==> src/rtl/i2c_xfer_pkg.sv <==
package i2c_xfer_pkg;
    // Width of the per-chunk byte count
    parameter int CNT_W = 8;
    // Kind of end-of-count action selected by the policy
    typedef enum logic [1:0] {
        EOC_NONE  = 2'd0,
        EOC_CHAIN = 2'd1,
        EOC_STOP  = 2'd2,
        EOC_WAIT  = 2'd3
    } eoc_kind_e;
endpackage

==> src/rtl/xfer_down_counter.sv <==
// Remaining-byte counter.
// Loads on ld, decrements on dec, saturates at zero. Asserts last_hit for
// the single cycle in which a decrement takes the count from 1 to 0.
// Assumes dec is a one-cycle pulse per byte.
module xfer_down_counter #(
    parameter int W = 8
) (
    input  logic         clk,
    input  logic         rst_n,
    input  logic         ld,
    input  logic [W-1:0] ld_val,
    input  logic         dec,
    output logic [W-1:0] cnt,
    output logic         last_hit
);
    localparam logic [W-1:0] ONE  = W'(1);
    localparam logic [W-1:0] ZERO = '0;

    // Final-byte detection: only a real decrement from one counts
    assign last_hit = dec && !ld && (cnt == ONE);

    // Count register: load wins, otherwise decrement when non-zero
    always_ff @(posedge clk) begin
        if (!rst_n)
            cnt <= ZERO;
        else if (ld)
            cnt <= ld_val;
        else if (dec && (cnt != ZERO))
            cnt <= cnt - ONE;
    end

    AST_DEC_BY_ONE: assert property (@(posedge clk) disable iff (!rst_n)
        (dec && !ld && cnt != ZERO) |=> (cnt == $past(cnt) - ONE));
    AST_ZERO_STAYS: assert property (@(posedge clk) disable iff (!rst_n)
        (!ld && cnt == ZERO) |=> (cnt == ZERO));
    AST_LOAD_TAKES: assert property (@(posedge clk) disable iff (!rst_n)
        ld |=> (cnt == $past(ld_val)));
endmodule

==> src/rtl/xfer_eoc_policy.sv <==
// End-of-count policy.
// Chooses what the final byte of a chunk does: stall for a new count
// (chaining), request an automatic STOP, or park in the done state.
// Also keeps the two waiting flags. Assumes the load and the final byte
// never coincide (the counter guarantees it).
module xfer_eoc_policy
    import i2c_xfer_pkg::*;
(
    input  logic clk,
    input  logic rst_n,
    input  logic last_hit,
    input  logic chain_en,
    input  logic auto_stop_en,
    input  logic ld,
    input  logic cmd_taken,
    output logic auto_stop,
    output logic chain_wait,
    output logic xfer_done
);
    eoc_kind_e kind;

    // Classify the end-of-count event against the current configuration
    always_comb begin
        if (!last_hit)
            kind = EOC_NONE;
        else if (chain_en)
            kind = EOC_CHAIN;
        else if (auto_stop_en)
            kind = EOC_STOP;
        else
            kind = EOC_WAIT;
    end

    assign auto_stop = (kind == EOC_STOP);

    // Chain-wait flag: set at chunk end, cleared by a new count
    always_ff @(posedge clk) begin
        if (!rst_n)
            chain_wait <= 1'b0;
        else if (ld)
            chain_wait <= 1'b0;
        else if (kind == EOC_CHAIN)
            chain_wait <= 1'b1;
    end

    // Done flag: set at final chunk end, cleared once a command is taken
    always_ff @(posedge clk) begin
        if (!rst_n)
            xfer_done <= 1'b0;
        else if (cmd_taken)
            xfer_done <= 1'b0;
        else if (kind == EOC_WAIT)
            xfer_done <= 1'b1;
    end

    AST_CHAIN_NEEDS_EN: assert property (@(posedge clk) disable iff (!rst_n)
        $rose(chain_wait) |-> $past(chain_en));
    AST_LOAD_CLEARS_WAIT: assert property (@(posedge clk) disable iff (!rst_n)
        ld |=> !chain_wait);
    AST_DONE_NOT_AUTO: assert property (@(posedge clk) disable iff (!rst_n)
        $rose(xfer_done) |-> !$past(auto_stop_en));
endmodule

==> src/rtl/xfer_cmd_req.sv <==
// Engine request holder.
// Raises STOP or repeated-START requests from the automatic policy or from
// software commands, holding each until the engine acknowledges. A new
// request replaces the other kind; STOP beats RESTART in the same cycle.
// Software commands count only while the done flag is set.
module xfer_cmd_req (
    input  logic clk,
    input  logic rst_n,
    input  logic auto_stop,
    input  logic sw_stop,
    input  logic sw_restart,
    input  logic done_flag,
    input  logic eng_ack,
    output logic cmd_taken,
    output logic stop_req,
    output logic restart_req
);
    logic set_stop;
    logic set_restart;

    // Decode which request, if any, starts this cycle
    always_comb begin
        cmd_taken   = done_flag && (sw_stop || sw_restart);
        set_stop    = auto_stop || (cmd_taken && sw_stop);
        set_restart = cmd_taken && !sw_stop && !auto_stop;
    end

    // Request registers: set wins over acknowledge, newest kind replaces other
    always_ff @(posedge clk) begin
        if (!rst_n) begin
            stop_req    <= 1'b0;
            restart_req <= 1'b0;
        end else if (set_stop) begin
            stop_req    <= 1'b1;
            restart_req <= 1'b0;
        end else if (set_restart) begin
            stop_req    <= 1'b0;
            restart_req <= 1'b1;
        end else if (eng_ack) begin
            stop_req    <= 1'b0;
            restart_req <= 1'b0;
        end
    end

    AST_ONE_REQ: assert property (@(posedge clk) disable iff (!rst_n)
        !(stop_req && restart_req));
    AST_STOP_WINS: assert property (@(posedge clk) disable iff (!rst_n)
        (done_flag && sw_stop && sw_restart) |=> (stop_req && !restart_req));
    AST_REQ_HELD: assert property (@(posedge clk) disable iff (!rst_n)
        (stop_req && !eng_ack) |=> stop_req);
    AST_RST_HELD: assert property (@(posedge clk) disable iff (!rst_n)
        (restart_req && !eng_ack && !set_stop) |=> restart_req);
    AST_NO_CMD_IDLE: assert property (@(posedge clk) disable iff (!rst_n)
        (!done_flag && !auto_stop && !stop_req && !restart_req) |=> (!stop_req && !restart_req));
endmodule

==> src/rtl/i2c_xfer_count_seq.sv <==
// I2C master transfer-count sequencer (top).
// Counts bytes reported by the bus engine, stalls between chained chunks,
// and applies the end-of-count policy (automatic STOP or wait for a
// software STOP/RESTART). Assumes byte_done is a single-cycle pulse and
// that the engine does not report bytes while SCL is held.
module i2c_xfer_count_seq
    import i2c_xfer_pkg::*;
#(
    parameter int CW = CNT_W
) (
    input  logic          clk,
    input  logic          rst_n,
    input  logic          cnt_wr,
    input  logic [CW-1:0] cnt_wdata,
    input  logic          chain_en,
    input  logic          auto_stop_en,
    input  logic          irq_en,
    input  logic          sw_stop,
    input  logic          sw_restart,
    input  logic          byte_done,
    input  logic          eng_ack,
    output logic [CW-1:0] remaining,
    output logic          chain_wait,
    output logic          xfer_done,
    output logic          scl_hold,
    output logic          stop_req,
    output logic          restart_req,
    output logic          irq
);
    logic last_hit;
    logic auto_stop;
    logic cmd_taken;

    xfer_down_counter #(.W(CW)) u_cnt (
        .clk      (clk),
        .rst_n    (rst_n),
        .ld       (cnt_wr),
        .ld_val   (cnt_wdata),
        .dec      (byte_done),
        .cnt      (remaining),
        .last_hit (last_hit)
    );

    xfer_eoc_policy u_pol (
        .clk          (clk),
        .rst_n        (rst_n),
        .last_hit     (last_hit),
        .chain_en     (chain_en),
        .auto_stop_en (auto_stop_en),
        .ld           (cnt_wr),
        .cmd_taken    (cmd_taken),
        .auto_stop    (auto_stop),
        .chain_wait   (chain_wait),
        .xfer_done    (xfer_done)
    );

    xfer_cmd_req u_cmd (
        .clk         (clk),
        .rst_n       (rst_n),
        .auto_stop   (auto_stop),
        .sw_stop     (sw_stop),
        .sw_restart  (sw_restart),
        .done_flag   (xfer_done),
        .eng_ack     (eng_ack),
        .cmd_taken   (cmd_taken),
        .stop_req    (stop_req),
        .restart_req (restart_req)
    );

    // Clock stretch and interrupt follow the two waiting flags
    always_comb begin
        scl_hold = chain_wait || xfer_done;
        irq      = irq_en && (chain_wait || xfer_done);
    end

    AST_HOLD_WHILE_WAIT: assert property (@(posedge clk) disable iff (!rst_n)
        chain_wait |-> scl_hold);
    AST_HOLD_WHILE_DONE: assert property (@(posedge clk) disable iff (!rst_n)
        xfer_done |-> scl_hold);
    AST_IRQ_GATED: assert property (@(posedge clk) disable iff (!rst_n)
        !irq_en |-> !irq);
    AST_CMD_RELEASES: assert property (@(posedge clk) disable iff (!rst_n)
        (xfer_done && (sw_stop || sw_restart)) |=> !xfer_done);
    AST_RESET_CLEAR: assert property (@(posedge clk)
        !rst_n |=> (remaining == '0 && !chain_wait && !xfer_done && !stop_req && !restart_req));
endmodule

==> config.mk <==
export PLATFORM = sky130hd
export DESIGN_NAME = i2c_xfer_count_seq
export DESIGN_NICKNAME = d
export VERILOG_FILES = /design/src/rtl/i2c_xfer_pkg.sv /design/src/rtl/xfer_down_counter.sv /design/src/rtl/xfer_eoc_policy.sv /design/src/rtl/xfer_cmd_req.sv /design/src/rtl/i2c_xfer_count_seq.sv
export SDC_FILE = /design/constraint.sdc
export NUM_CORES = 1
export LEC_CHECK = 0
export BUFFER_PORTS_ARGS = -buffer_cell sky130_fd_sc_hd__buf_4
export CAP_MARGIN = 20
export CORE_MARGIN = 3
export CORE_UTILIZATION = 45
export CTS_BUF_LIST = sky130_fd_sc_hd__clkbuf_4 sky130_fd_sc_hd__clkbuf_8
export DETAILED_ROUTE_END_ITERATION = 7
export PLACE_DENSITY = 0.72
export SLEW_MARGIN = 20
export SYNTH_ARGS = -nofsm -noshare
export SYNTH_HDL_FRONTEND = slang
export SYNTH_HIERARCHICAL = 1
export SYNTH_SLANG_ARGS = --single-unit
==> constraint.sdc <==
create_clock -name clk -period 2.3 [get_ports clk]
set_input_delay 0.575 -clock clk [delete_from_list [all_inputs] [get_ports clk]]
set_output_delay 0.575 -clock clk [all_outputs]
set_load 0.03 [all_outputs]
**Yosys cells after proc, flatten, opt, wreduce, memory -nomap -nowiden**

Index checks and enable logic that the tools add are counted.

- Bits of input ports: 18
- Flip-flop bits (word level): 12
- Logic and storage cells: 41

- Equal/unequal tests: 4
- Muxes and demuxes: 9
- Add/subtract/negate cells: 1
- Reductions and logical operators: 21
- Bitwise logic cells: 1

Operators by type and width:

| operator | count |
|---|---|
| $mux 8 | 2 |
| $eq 8x1->1 const B | 1 |
| $logic_and 1x1->1 | 8 |
| $reduce_bool 8->1 | 1 |
| $sub 8x1->8 const B | 1 |
| $reduce_or 2->1 | 3 |
| $mux 1 | 5 |
| $eq 2x2->1 const B | 2 |
| $mux 2 | 2 |
| $reduce_bool 2->1 | 2 |
| $logic_not 1->1 | 3 |
| $logic_or 1x1->1 | 3 |
| $reduce_bool 3->1 | 1 |
| $eq 2x1->1 const B | 1 |
| $not 1->1 | 1 |

**Depth between registers and ports, before layout**

- Word-level depth: 9
- Mapped depth: 7

**By module**

Netlist, hierarchy kept.

Modules (own cells, without submodules):

| module | seq. area each (um2) | times used | cells each | area an instance (um2) |
|---|---|---|---|---|
| xfer_down_counter | 160.2 | 1 | 65 | 545.5 |
| xfer_eoc_policy | 40.0 | 1 | 8 | 88.8 |
| xfer_cmd_req | 40.0 | 1 | 10 | 86.3 |
| i2c_xfer_count_seq | 0.0 | 1 | 2 | 13.8 |

**Worst setup path after synthesis**

OpenSTA, ideal clock, no wires.

- Path type: reg-to-reg
- Start point: reg u_cnt.cnt[0]
- End point: reg u_cnt.cnt[0]
- Buffers on the path: 0
- Data arrival time: 1.722 ns
- Stages on the path, launching flop included: 7
- Slack: 0.493 ns
- Path through: dfxtp_1 > inv_1 > ha_1 > nor3b_2 > a21boi_1 > xnor2_1 > a211oi_1

- Longest elaborated chain between the ends: 3

RTL lines:

| element | RTL line | RTL |
|---|---|---|
| start, declared | xfer_down_counter.sv:13 | `output logic [W-1:0] cnt,` |
| start signal, assigned | xfer_down_counter.sv:27 | `cnt <= ld_val;` |
| start signal, assigned | xfer_down_counter.sv:29 | `cnt <= cnt - ONE;` |
| $sub 8x1->8 or $reduce_bool 8->1 (tied branches) | xfer_down_counter.sv:29, xfer_down_counter.sv:28 |  |
| $mux 8 or $logic_and 1x1->1 (tied branches) | xfer_down_counter.sv:28 | `else if (dec && (cnt != ZERO))` |
| $mux 8 or $reduce_bool 2->1 (tied branches) | -- |  |

Several ways; a longest one is shown, not always the timed one. The select of a mux whose other input is x is not followed.
A chain may end at the register's enable or synchronous reset.

**Worst setup path after layout**

Same ends and word-level chain as after synthesis.

==> out/results.tsv <==
metric	value	unit
antenna violations before repair	0	
Clk pwr share	29.8	%
drt pass-1 iters	4	
Core Util, Final	71.71	%
Post-Synthesis Cells	85	
PD cells	571.6	nW/um^2
clk_lat worst skew	0.28	ns
crit share post-route	78.85	%
die height	46.40	um
final antenna-violating net count	0	
CTS resizes	0	
crit path max-delay cell type	dfxtp_1	
GR Layer Usage met2	32.42	%
Worst path depth	6	
crit-path cells	inv_1 -> ha_1 -> nor3b_2 -> a21boi_1 -> xnor2_1 -> a211oi_1	
post-route minimum period	1.814	ns
input/output buffers	31	
first-pass GRT wire length	2835	um
# H-tree levels	1	
Horiz. Die Dim	46.40	um
Area growth, synth to finish	38.16	%
fin area	1015	um^2
flops & latches, synth	12	
Worst Path Arrival	2.02	ns
CP Max Fanout	7	
Cell variety after synth	34	
Largest delay share family, worst path	compound AO/OA/AOI/OAI gates	
commonest cells in the netlist	dfxtp_1 (12), a21oi_1 (8), inv_1 (7), o21ai_0 (6), nor2_1 (5)	
P_leak	0.4423	nW
Placement Cell Area	978.4	um^2
met3 Usage GRT	3.906	%
max incr delay on CP	0.50	ns
Worst setup EP type	register	
Fill cells	123	
io pins	32	
dpl ws	0.5036	ns
NumNets Final	140	
root buf cell	clkbuf_4	
Hold WC Path Type	reg -> reg	
setup tns final	0	ns
ys flop type	dfxtp_1	
synthesized net count	106	
Max Cap Viol	0	
Starting Density	51.90	%
GPL Wtd Cong	0.7780	
Switch Pwr	186.1	uW
synth top area cells	dfxtp_1 (33%), a21oi_1 (5.5%), ha_1 (5.1%), o21ai_0 (4.1%), a211oi_1 (4.1%)	
clock skew	0.004993	ns
row cnt	13	
WL final	1825	um
Setup Viol. Count Final	0	
Ys Warns	6	
worst r2r path cells	6	
hold path start	u_cmd/stop_req$_SDFFE_PN0P_	
clock sink total	12	
post-synth top area share	32.71	%
cell-internal power	393.9	uW
CTS Buffer Depth	2	
Worst Hold Depth	2	
Post-CTS Repair Setup Buffers	0	
residual DRC count	0	
Comb power frac	28.2	%
clock-pin slew on the worst setup and hold paths	0.08	ns
Core Area	1415	um^2
Worst Setup SP	u_cnt/cnt[0]$_SDFFE_PN0P_	
Critical Path RT	2.50	ns
Inst Count DP	129	
Post-Syn Area per Cell	8.641	um^2
hpwl dp	1379	um
DRT iter0 DRCs	11	
maximum vdd drop	0.3614	mV
Max-slew headroom	72.80	%
Slew @ Worst Pin	0.4047	ns
largest net degree at the start of global routing	15	
outcome	complete, no violations	
mapped cell area	734.5	um^2
WL/cell	13.72	um
Final Hold Viols	0	
FFs w/ async S/R, synth	0	%
Slew Limit Fails	0	
kind of critical path	reg -> reg	
setup ws final	0.4865	ns
post-DR vias/cell	5.707	
highest clock rate	0.5514	GHz
CP bufs+invs	1	
post-route non-filler standard cell count	133	
top-count cell post-synth	dfxtp_1	
Power Total	580.0	uW
number of global-route vias before repair	683	
n_diodes	0	
CP startpoint kind	register	
vias post-DR	759	
Tot GR Track Use	18.51	%
Die ar.	2153	um^2
global routing's busiest layer	met2	
RR Startpoint	u_cnt/cnt[0]$_SDFFE_PN0P_	
grt met1 use	20.33	%
CTS Buf Count	3	
CTS tree	yes	
switching share of power	32.09	%
GRT Residual Overflow	0	
Post-synth EDFFs	0	
Post-CTS Hold Buffers	0	
worst hold slack	0.4923	ns
Seq/Total Area, Yosys	32.71	%
unrepaired setup endpoints after global routing	no	
layout cells sized above 1	36.44	%
Reg power frac	41.9	%
dominant cell type by area after synthesis	dfxtp_1	
==> path summary, 6_finish.rpt <==
check                                                   end  slack [ns]
worst max-delay path              u_cnt/cnt[0]$_SDFFE_PN0P_        0.49
worst min-delay path            u_cmd/stop_req$_SDFFE_PN0P_        0.49
worst max register to register    u_cnt/cnt[0]$_SDFFE_PN0P_        0.49
worst min register to register  u_cmd/stop_req$_SDFFE_PN0P_        0.49
==> layout by cell type (no fill, tap or decap), types with 3 or more instances in the layout <==
| cell | n |
|---|---|
| a211oi_1 | 4 |
| a21oi_1 | 8 |
| buf_4 | 31 |
| clkbuf_4 | 3 |
| dfxtp_1 | 12 |
| ha_1 | 3 |
| inv_1 | 7 |
| nand2_1 | 3 |
| nand3_1 | 3 |
| nor2_1 | 5 |
| o21ai_0 | 6 |
| xnor2_1 | 3 |
==> layer usage <==
layer / up-vias / routed length [um]
met3: 4 / 162
met5: - / 0
met1: 345 / 769
met4: 0 / 26
met2: 31 / 867
li1: 379 / -
==> registers in the layout, summed over array words and instances (netlist names) <==
signal / count
u_cmd/restart_req: 1
u_cmd/stop_req: 1
u_cnt/cnt: 8
u_pol/chain_wait: 1
u_pol/xfer_done: 1
==> logic make-up after synthesis <==
| kind of cell | count (synthesis) | share of synthesized area (%) |
|---|---|---|
| and+or+nand+nor | 30 | 29.64 |
| AOI/OAI and AO/OA | 27 | 23.00 |
| DFF | 12 | 32.71 |
| buffers and inverters | 9 | 4.599 |
| xor gates and xnor gates | 3 | 3.578 |
| adders and majority gates | 3 | 5.111 |
| muxes | 1 | 1.363 |
==> power by group through the flow <==
stage          Sequential, mW  Combinational [mW]  Clock (mW)
4_1_cts                 0.243               0.164       0.179
2_1_floorplan           0.268              0.0789           0
6_report                0.243               0.164       0.173
5_1_grt                 0.246               0.178       0.187
3_5_place_dp            0.248               0.163           0
3_3_place_gp            0.247               0.161           0
==> tightest hold or removal path: cells and delay by family, from the launching register on <==
family          cells  cell delay (ns)
compound gates      1             0.06
simple gates        1             0.08
flops               1             0.31
==> final cells by class <==
type                    instances  area [um^2]  share of cell area, %
clock buffers                   4        36.28                  3.576
inverters                       7        26.28                  2.589
multi-input cells              64        460.4                  45.38
flip-flops and latches         12        240.2                  23.67
well taps                      15        18.77                  1.850
repair buffers                 31        232.7                  22.93
Note: power is estimated with default switching activity, not from simulation.
